### config.mk
export PLATFORM = sky130hd
export DESIGN_NAME = sbuf_fifo
export DESIGN_NICKNAME = d
export VERILOG_FILES = /design/src/rtl/sbuf_pkg.sv /design/src/rtl/sbuf_wr_arb.sv /design/src/rtl/sbuf_ctrl.sv /design/src/rtl/sbuf_store.sv /design/src/rtl/sbuf_fifo.sv
export SDC_FILE = /design/constraint.sdc
export NUM_CORES = 1
export LEC_CHECK = 0
export BUFFER_PORTS_ARGS = -buffer_cell sky130_fd_sc_hd__buf_2
export CAP_MARGIN = 0
export CORE_UTILIZATION = 30
export CTS_CLUSTER_SIZE = 24
export DETAILED_ROUTE_END_ITERATION = 8
export PLACE_DENSITY = 0.54
export SLEW_MARGIN = 20
export SYNTH_ARGS = -nofsm -noshare
export SYNTH_HDL_FRONTEND = slang
export SYNTH_SLANG_ARGS = --single-unit
### constraint.sdc
create_clock -name clk -period 1.4 [get_ports clk]
set_input_delay 0 -clock clk [delete_from_list [all_inputs] [get_ports clk]]
set_output_delay 0 -clock clk [all_outputs]
set_load 0.02 [all_outputs]
### src/rtl/sbuf_pkg.sv
package sbuf_pkg;
  // capacity of the store for the current mode
  function automatic int unsigned sbuf_cap(input logic en, input int unsigned depth);
    return en ? depth : 1;
  endfunction
endpackage

### src/rtl/sbuf_wr_arb.sv
module sbuf_wr_arb #(
  parameter int DATA_W = 8
) (
  input  logic              clk,
  input  logic              rst_n,
  input  logic              flush,
  input  logic              cpu_wr,
  input  logic [DATA_W-1:0] cpu_wdata,
  input  logic              dma_wr,
  input  logic [DATA_W-1:0] dma_wdata,
  output logic              wr_req,
  output logic [DATA_W-1:0] wr_data,
  output logic              held
);
  logic              hold_v_q, hold_v_d;
  logic [DATA_W-1:0] hold_w_q, hold_w_d;
  logic              hold_ce;

  always_comb begin
    wr_req   = 1'b0;
    wr_data  = dma_wdata;
    hold_v_d = hold_v_q;
    hold_w_d = hold_w_q;
    if (flush) begin
      hold_v_d = 1'b0;
    end else if (dma_wr) begin
      wr_req = 1'b1;
      if (cpu_wr && !hold_v_q) begin
        hold_v_d = 1'b1;
        hold_w_d = cpu_wdata;
      end
    end else if (hold_v_q) begin
      wr_req   = 1'b1;
      wr_data  = hold_w_q;
      hold_v_d = 1'b0;
    end else if (cpu_wr) begin
      wr_req  = 1'b1;
      wr_data = cpu_wdata;
    end
  end

  assign hold_ce = (hold_v_d != hold_v_q) || (hold_w_d != hold_w_q);

  always_ff @(posedge clk or negedge rst_n) begin
    if (!rst_n) begin
      hold_v_q <= 1'b0;
    end else if (hold_ce) begin
      hold_v_q <= hold_v_d;
    end
  end

  always_ff @(posedge clk) begin
    if (hold_ce) hold_w_q <= hold_w_d;
  end

  assign held = hold_v_q;
endmodule

### src/rtl/sbuf_ctrl.sv
module sbuf_ctrl #(
  parameter int DEPTH = 16
) (
  input  logic                     clk,
  input  logic                     rst_n,
  input  logic                     fifo_en,
  input  logic                     wr_req,
  input  logic                     rd_en,
  output logic                     flush,
  output logic                     wr_go,
  output logic                     rd_go,
  output logic [$clog2(DEPTH)-1:0] waddr,
  output logic [$clog2(DEPTH)-1:0] raddr,
  output logic                     room,
  output logic                     avail,
  output logic                     ovf
);
  import sbuf_pkg::*;
  localparam int AW = $clog2(DEPTH);
  localparam int CW = $clog2(DEPTH + 1);

  logic          mode_q;
  logic [AW-1:0] wp_q, wp_d, rp_q, rp_d;
  logic [CW-1:0] cnt_q, cnt_d, cap;
  logic          ovf_q, ovf_d;

  assign flush = (fifo_en != mode_q);
  assign cap   = CW'(sbuf_cap(mode_q, DEPTH));
  assign room  = (cnt_q < cap);
  assign avail = (cnt_q != '0);
  assign wr_go = wr_req && room && !flush;
  assign rd_go = rd_en && avail && !flush;

  always_comb begin
    wp_d  = wp_q;
    rp_d  = rp_q;
    cnt_d = cnt_q;
    ovf_d = wr_req && !room && !flush;
    if (flush) begin
      wp_d  = '0;
      rp_d  = '0;
      cnt_d = '0;
    end else begin
      if (wr_go) wp_d = wp_q + AW'(1);
      if (rd_go) rp_d = rp_q + AW'(1);
      case ({wr_go, rd_go})
        2'b10:   cnt_d = cnt_q + CW'(1);
        2'b01:   cnt_d = cnt_q - CW'(1);
        default: cnt_d = cnt_q;
      endcase
    end
  end

  always_ff @(posedge clk or negedge rst_n) begin
    if (!rst_n) begin
      mode_q <= 1'b1;
      wp_q   <= '0;
      rp_q   <= '0;
      cnt_q  <= '0;
      ovf_q  <= 1'b0;
    end else begin
      mode_q <= fifo_en;
      wp_q   <= wp_d;
      rp_q   <= rp_d;
      cnt_q  <= cnt_d;
      ovf_q  <= ovf_d;
    end
  end

  assign waddr = wp_q;
  assign raddr = rp_q;
  assign ovf   = ovf_q;
endmodule

### src/rtl/sbuf_store.sv
module sbuf_store #(
  parameter int DATA_W = 8,
  parameter int DEPTH  = 16
) (
  input  logic                     clk,
  input  logic                     rst_n,
  input  logic                     wr_go,
  input  logic [$clog2(DEPTH)-1:0] waddr,
  input  logic [DATA_W-1:0]        wr_data,
  input  logic                     rd_go,
  input  logic [$clog2(DEPTH)-1:0] raddr,
  output logic [DATA_W-1:0]        rd_data
);
  logic [DATA_W-1:0] row_q [DEPTH];

  for (genvar i = 0; i < DEPTH; i++) begin : g_row
    logic row_ce;
    assign row_ce = wr_go && (waddr == i[$clog2(DEPTH)-1:0]);
    always_ff @(posedge clk) begin
      if (row_ce) row_q[i] <= wr_data;
    end
  end

  always_ff @(posedge clk or negedge rst_n) begin
    if (!rst_n) begin
      rd_data <= '0;
    end else if (rd_go) begin
      rd_data <= row_q[raddr];
    end
  end
endmodule

### src/rtl/sbuf_fifo.sv
module sbuf_fifo #(
  parameter int DATA_W = 8,
  parameter int DEPTH  = 16
) (
  input  logic              clk,
  input  logic              rst_n,
  input  logic              fifo_en,
  input  logic              cpu_wr,
  input  logic [DATA_W-1:0] cpu_wdata,
  input  logic              dma_wr,
  input  logic [DATA_W-1:0] dma_wdata,
  input  logic              rd_en,
  output logic [DATA_W-1:0] rd_data,
  output logic              room_avail,
  output logic              data_avail,
  output logic              overflow,
  output logic              cpu_held
);
  localparam int AW = $clog2(DEPTH);

  logic [1:0]        rst_sync_q;
  logic              rst_n_s;
  logic              flush, wr_req, wr_go, rd_go;
  logic [DATA_W-1:0] wr_data;
  logic [AW-1:0]     waddr, raddr;

  always_ff @(posedge clk or negedge rst_n) begin
    if (!rst_n) rst_sync_q <= 2'b00;
    else        rst_sync_q <= {rst_sync_q[0], 1'b1};
  end
  assign rst_n_s = rst_sync_q[1];

  sbuf_wr_arb #(.DATA_W(DATA_W)) arb_i (
    .clk(clk), .rst_n(rst_n_s), .flush(flush),
    .cpu_wr(cpu_wr), .cpu_wdata(cpu_wdata),
    .dma_wr(dma_wr), .dma_wdata(dma_wdata),
    .wr_req(wr_req), .wr_data(wr_data), .held(cpu_held)
  );

  sbuf_ctrl #(.DEPTH(DEPTH)) ctrl_i (
    .clk(clk), .rst_n(rst_n_s), .fifo_en(fifo_en),
    .wr_req(wr_req), .rd_en(rd_en), .flush(flush),
    .wr_go(wr_go), .rd_go(rd_go), .waddr(waddr), .raddr(raddr),
    .room(room_avail), .avail(data_avail), .ovf(overflow)
  );

  sbuf_store #(.DATA_W(DATA_W), .DEPTH(DEPTH)) store_i (
    .clk(clk), .rst_n(rst_n_s), .wr_go(wr_go), .waddr(waddr),
    .wr_data(wr_data), .rd_go(rd_go), .raddr(raddr), .rd_data(rd_data)
  );
endmodule

# Yosys cells after proc, flatten, opt, wreduce, memory -nomap -nowiden
# Memories as Yosys holds them, arrays and structs flattened. A register that Yosys moved wholly into a read port is not among the register bits.
# Cells that the tools add are included.
dict set report totals {
  regBits 26
  ramBits 128
  out_inout_bits 12
  word_cells 180
  n_memories 1
}
dict set report op_classes {
  add_sub_neg 4
  order_cmp 1
  eq_ne 20
  n_mux 98
  reduce_logical 48
}
# memory words width rd rd_clocked_by_memory_dff write_ports line
set mem_list {}
lappend mem_list {store_i.row_q 16 8 1 1 1 sbuf_store.sv:14} ;# logic [DATA_W-1:0] row_q [DEPTH];
# cell count
set op_table {}
lappend op_table {{$mux 8} 22}
lappend op_table {{$reduce_or 8->1} 15}
lappend op_table {{$mux 4} 19}
lappend op_table {{$mux 1} 54}
lappend op_table {{$eq 4x4->1 const B} 8}
lappend op_table {{$logic_and 1x1->1} 23}
lappend op_table {{$eq 4x3->1 const B} 4}
lappend op_table {{$mux 5} 2}
lappend op_table {{$pmux 5 s2} 1}
lappend op_table {{$add 4x1->4 const B} 2}
lappend op_table {{$eq 4x2->1 const B} 2}
lappend op_table {{$ne 8x8->1} 1}
lappend op_table {{$add 5x1->5 const B} 1}
lappend op_table {{$lt 5x5->1} 1}
lappend op_table {{$reduce_bool 5->1} 1}
lappend op_table {{$sub 5x1->5 const B} 1}
lappend op_table {{$eq 4x1->1 const B} 1}
lappend op_table {{$logic_not 1->1} 4}
lappend op_table {{$logic_not 4->1} 1}
lappend op_table {{$reduce_bool 2->1} 2}
lappend op_table {{$reduce_bool 3->1} 1}
lappend op_table {{$eq 2x1->1 const B} 1}
lappend op_table {{$eq 2x2->1 const B} 1}
lappend op_table {{$ne 1x1->1} 2}
lappend op_table {{$logic_or 1x1->1} 1}

# Longest topological paths before layout
dict set report depth {
  ltp_word 25
  mapped_depth 14
}

# Modules after synthesis
# Synthesis repeated with hierarchy kept, for this count alone.
dict set report hier_totals {
  hier_cells 394
  hier_area_um2 6939.2
}
# mod instances cells_per_inst area_each_um2 seq_area_each_um2
set by_module_without_submodules {}
lappend by_module_without_submodules {sbuf_store 1 240 5331.4 4043.9}
lappend by_module_without_submodules {sbuf_ctrl 1 88 902.1 376.6}
lappend by_module_without_submodules {sbuf_wr_arb 1 63 651.9 265.3}
lappend by_module_without_submodules {sbuf_fifo 1 3 53.8 50.0}

# Worst setup path after synthesis
# OpenSTA, ideal clock, no wires.
dict set report synth_path {
  path_kind {register to register}
  from {register ctrl_i.mode_q}
  to {register ctrl_i.cnt_q[4]}
  setup_time_ns 0.078
  t_arrival_ns 3.009
  path_slack_ns -1.687
  path_stages_with_launch 15
  n_path_buf 1
  synth_period_minus_slack_ns 3.087
  path_cell_list {dfstp_2 inv_1 ha_1 a21bo_1 and3_4 inv_4 buf_2 ha_1 inv_1 fa_1 nor2b_1 o21ai_0 nor4b_1 or3_1 a21oi_1}
}
dict set report synth_between {
  elab_chain_cells 7
  word_cells_on_any_way 13
  cone_classes {order compare: 1; eq/ne: 3; mux: 4; reduce/logical: 5}
}
# element line
set synth_lines {}
lappend synth_lines {{start, declared} sbuf_ctrl.sv:22} ;# logic mode_q;
lappend synth_lines {{start signal, assigned} sbuf_ctrl.sv:62} ;# mode_q <= fifo_en;
lappend synth_lines {{$mux 5 or $ne 1x1->1 (tied branches)} {sbuf_pkg.sv:4, sbuf_ctrl.sv:27}}
lappend synth_lines {{$lt 5x5->1 or $mux 1 (tied branches)} {sbuf_ctrl.sv:29, sbuf_wr_arb.sv:24}}
lappend synth_lines {{$logic_and 1x1->1 (2 in a row)} sbuf_ctrl.sv:31} ;# assign wr_go = wr_req && room && !flush;
lappend synth_lines {{$eq 2x1->1 or $eq 2x2->1 (tied branches)} sbuf_ctrl.sv:46} ;# case ({wr_go, rd_go})
lappend synth_lines {{$pmux 5 s2} sbuf_ctrl.sv:46}
lappend synth_lines {{$mux 5} sbuf_ctrl.sv:39} ;# if (flush) begin
lappend synth_lines {{end signal, assigned} sbuf_ctrl.sv:65} ;# cnt_q <= cnt_d;
lappend synth_lines {{end, declared} sbuf_ctrl.sv:24} ;# logic [CW-1:0] cnt_q, cnt_d, cap;
# Parallel ways exist; a longest one is shown, timed or not.
# A chain may end at the register's enable or synchronous reset.

# Worst setup path in the final report
# Same ends and word-level chain as after synthesis.

==> out/results.md <==
| Stage | Metric | Value |
| --- | --- | --- |
| synth | Number of library cell types mapped by synthesis | 40 |
| clock tree | Later-pin clock latency in the skew report | 0.42 ns |
| layout | Post-layout instance area | 9010 um2 |
| sta | Max Clock Freq | 0.367 GHz |
| floorplanning | Starting utilization of the core area | 30.7% |
| pwr | Leakage | 3.13 nW |
| clock tree | Num Clock Sinks | 162 |
| routing | Average wire per cell in the routed design | 18.1 um |
| synth | Area share of fa/ha/maj cells after synthesis | 2.15% |
| floorplanning | Die span in y | 152 um |
| pwr | Cell Pwr Density | 1580 nW/um2 |
| routing | Vias | 3,933 |
| grt | Wire length of the first global-routing pass | 22.8 mm |
| clock tree | Number of H-tree levels | 4 |
| synth | Post-synthesis simple-gate area fraction | 5.23% |
| routing | Post-detailed-route DRC marker count | 2 |
| synth | Number of register bits inferred by synthesis | 162 |
| clock tree | Register clock-pin slew on the reported worst setup and hold paths | 0.06 ns |
| place | Number of buffers inserted by port buffering | 33 |
| synth | Post-Synthesis Net Count | 428 |
| sta | Hold violation total from the final report | 0 |
| critical path | Endpoint class of the critical path | register |
| outcome | Failing checks | DRC, setup timing |
| routing | Iter 0 DRT Violations | 214 |
| floorplanning | Horiz. Die Dim | 152 um |
| clock tree | Root buf cell | clkbuf_16 |
| routing | Detailed-route vias per instance | 4.86 |
| synth | Count leader, synth | edfxtp_1 |
| worst hold path | Worst min-delay path class | in2reg |
| critical path | Crit Path Class | reg2reg |
| sta | Final Skew | 0.00527 ns |
| critical path | Highest fanout seen on the critical path | 3 |
| critical path | CP Data Required Time | 1.76 ns |
| clock tree | CTS tree | yes |
| place | Detailed-placement wirelength estimate | 9.76 mm |
| sta | Count of endpoints failing setup in the final report | 296 |
| synth | Top_reg_cell synth | edfxtp_1 |
| critical path | Data arrival time of the worst path | 3.08 ns |
| sta | Final critical delay including setup and external delays | 2.72 ns |
| layout | Number of nets in the layout | 549 |
| floorplanning | Io pins | 34 |
| synth | Commonest cells post-synth | edfxtp_1 (136), mux4_2 (32), o22ai_1 (30) |
| synth | Synthesized cell area | 6750 um2 |
| synth | Dominant combinational cell family by area after synthesis | multiplexers |
| flow run | Max cap viols | 0 |
| synth | Synth top area share | 60.5% |
| synth | Synthesized instance count | 395 |
| sta | Setup slack after layout | -1.32 ns |
| floorplanning | Total die area | 23,100 um2 |
| layout | Finished Layout Cells | 809 |
| sta | Final clock period utilization by the worst path | 194% |
| synth | Ranking of synthesized cells by area | edfxtp_1 (61%), mux4_2 (11%), dfrtp_1 (9.3%), o22ai_1 (2.8%), mux2_2 (2.7%) |
| synth | Fraction of registers with async set/reset | 16.0% |
| synth | Syn_area_per_cell | 17.1 um2 |
| clock tree | Buffer levels on the longest clock path | 2 |
| synth | Multiplexer area fraction after synthesis | 13.6% |
| synth | Post-synthesis cell type with the largest combined area | edfxtp_1 |
| sta | Tightest Pin Transition | 0.767 ns |
| pwr | Worst VDD drop | 1.10 mV |
| place | Final Wtd Congestion | 0.738 |
| routing | Number of antenna-violating nets in the routed design | 0 |
| sta | Worst slew margin | 48.8% |
| sta | Unrepaired setup endpoints after global routing | true |
| clock tree | Cts bufs inserted | 17 |
| synth | Number of synthesized flops with an enable pin | 136 |
| grt | Initial antenna violation count | 0 |
| place | Placed cells | 756 |
| outcome | Run status | finished with violations |
| critical path | Startpoint kind of the worst setup timing path | register |
| synth | Ys Warns | 0 |
| routing | Length of the first detailed-routing pass in iterations | 6 |
| floorplanning | Rows | 54 |
| sta | Final slew viol count | 0 |
| grt | Total global routing track utilization | 13.3% |
| synth | Synth Area in XOR/XNOR | 0.908% |
| grt | Total congestion overflow after global routing | 0 |
| grt | Via count of the first global-routing pass | 4,117 |
| layout | Share of post-route cells with drive strength above 1 | 45.6% |
| place | Placed instance area | 7870 um2 |
| grt | Largest net degree at the start of global routing | 25 |
| synth | Register area share after synthesis | 70.2% |
| layout | Antenna cell count | 0 |
| synth | Share of the synthesized area in compound gates (AO/OA/AOI/OAI) | 5.75% |
| routing | Post-detailed-routing wire length | 14.6 mm |
| floorplanning | Core box area | 22,000 um2 |
| layout | Syn-to-layout area delta | 33.5% |
## cell type report
class	instances	area, um2
Inverter	12	50.0
Clock inverter	11	130
Multi-Input combinational cell	200	2220
Fill cell	1953	12900
Clock buffer	21	440
Sequential cell	162	4740
Tap cell	280	350
Timing Repair Buffer	123	1080
## report_power, final
group / switching (mW) / internal, mW
Combinational: 1.90 / 2.01
Clock: 1.83 / 2.64
Sequential: 0.226 / 5.66
Total: 3.96 / 10.3
## cells in the final DEF (no fill, tap or decap), types with 10 or more instances in the layout
cell type / synthesis / routed
a21oi_1: 21 / 11
buf_12: 0 / 13
clkbuf_16: 0 / 17
dfrtp_1: 25 / 24
mux4_2: 32 / 32
dlygate4sd3_1: 0 / 11
nand2_1: 15 / 12
edfxtp_1: 136 / 136
buf_2: 4 / 33
buf_6: 0 / 14
buf_4: 3 / 52
o22ai_1: 30 / 25
nor2_1: 17 / 10
mux2_2: 16 / 16
## worst max-delay path, stage by stage, from the launching register on
cell	delay, ns
dfstp_2	0.55
inv_2	0.05
ha_4	0.24
a21bo_1	0.20
and3_4	0.16
inv_4	0.06
ha_4	0.16
inv_4	0.04
fa_2	0.36
nor2b_4	0.13
o21ai_2	0.09
nor4b_4	0.14
or3_1	0.34
a21oi_2	0.12
## logic make-up (layout without fill, tap and decap cells)
group | Yosys count | after routing
AND/OR/NAND/NOR | 67 | 67
adder cells (fa/ha/maj) | 11 | 11
buffers and inverters | 33 | 167
flip-flops | 162 | 162
XOR/XNOR | 7 | 7
other | 1 | 1
multiplexers | 50 | 50
AO/OA/AOI/OAI | 64 | 64
## path summary, 6_finish.rpt
check	cells after the start	end	slack (ns)	start
hold / removal	4	arb_i.held	0.05	cpu_wr
min in group asynchronous	1	ctrl_i.cnt_q[3]	0.24	rst_sync_q[1]
setup / recovery	13	ctrl_i.cnt_q[4]	-1.32	ctrl_i.mode_q
setup reg to reg	13	ctrl_i.cnt_q[4]	-1.32	ctrl_i.mode_q
hold reg to reg	1	ctrl_i.cnt_q[3]	0.24	rst_sync_q[1]
max in group asynchronous	1	ctrl_i.mode_q	0.85	rst_sync_q[1]
## metal layers
layer | track usage [%] | vias to the layer above | part of all wire [%]
met5 | 0 | - | 0
met4 | 4.66 | 0 | 1.5
met3 | 3.54 | 14 | 2.6
met2 | 21.5 | 51 | 50
met1 | 17.2 | 2050 | 46
li1 | - | 1818 | -
## flip-flops by register name, summed over array words and instances (netlist names)
| register | cells |
|---|---|
| ctrl_i.mode_q | 1 |
| rst_sync_q | 2 |
| store_i.rd_data | 8 |
| ctrl_i.cnt_q | 5 |
| arb_i.hold_w_q | 8 |
| arb_i.held | 1 |
| ctrl_i.ovf | 1 |
| store_i.row_q | 128 |
| ctrl_i.waddr | 4 |
| ctrl_i.raddr | 4 |
## through the flow
step,worst slack [ns],utilization [%],hold slack (ns),setup TNS [ns],total power [mW]
after floorplan,-1.42,-,-0.296,-202.73,8.20
after global placement,-1.29,35.8,-0.213,-204.51,9.44
after detailed placement,-1.40,35.8,-0.213,-225.04,9.53
after CTS,-1.28,40.3,0.0229,-175.18,14.2
after global routing,-1.41,41.0,0.0670,-197.50,14.9
final,-1.32,41.0,0.0482,-172.52,14.3
## timing repair
action                                 CTS  global route
gates resized for setup                 39            32
setup buffers                            6             4
endpoints found under the hold margin   11             0
hold buffers                            11             0
pin swaps                               12             8
setup endpoints to repair              296           297
No activity file was read; power rests on OpenSTA's default activity.
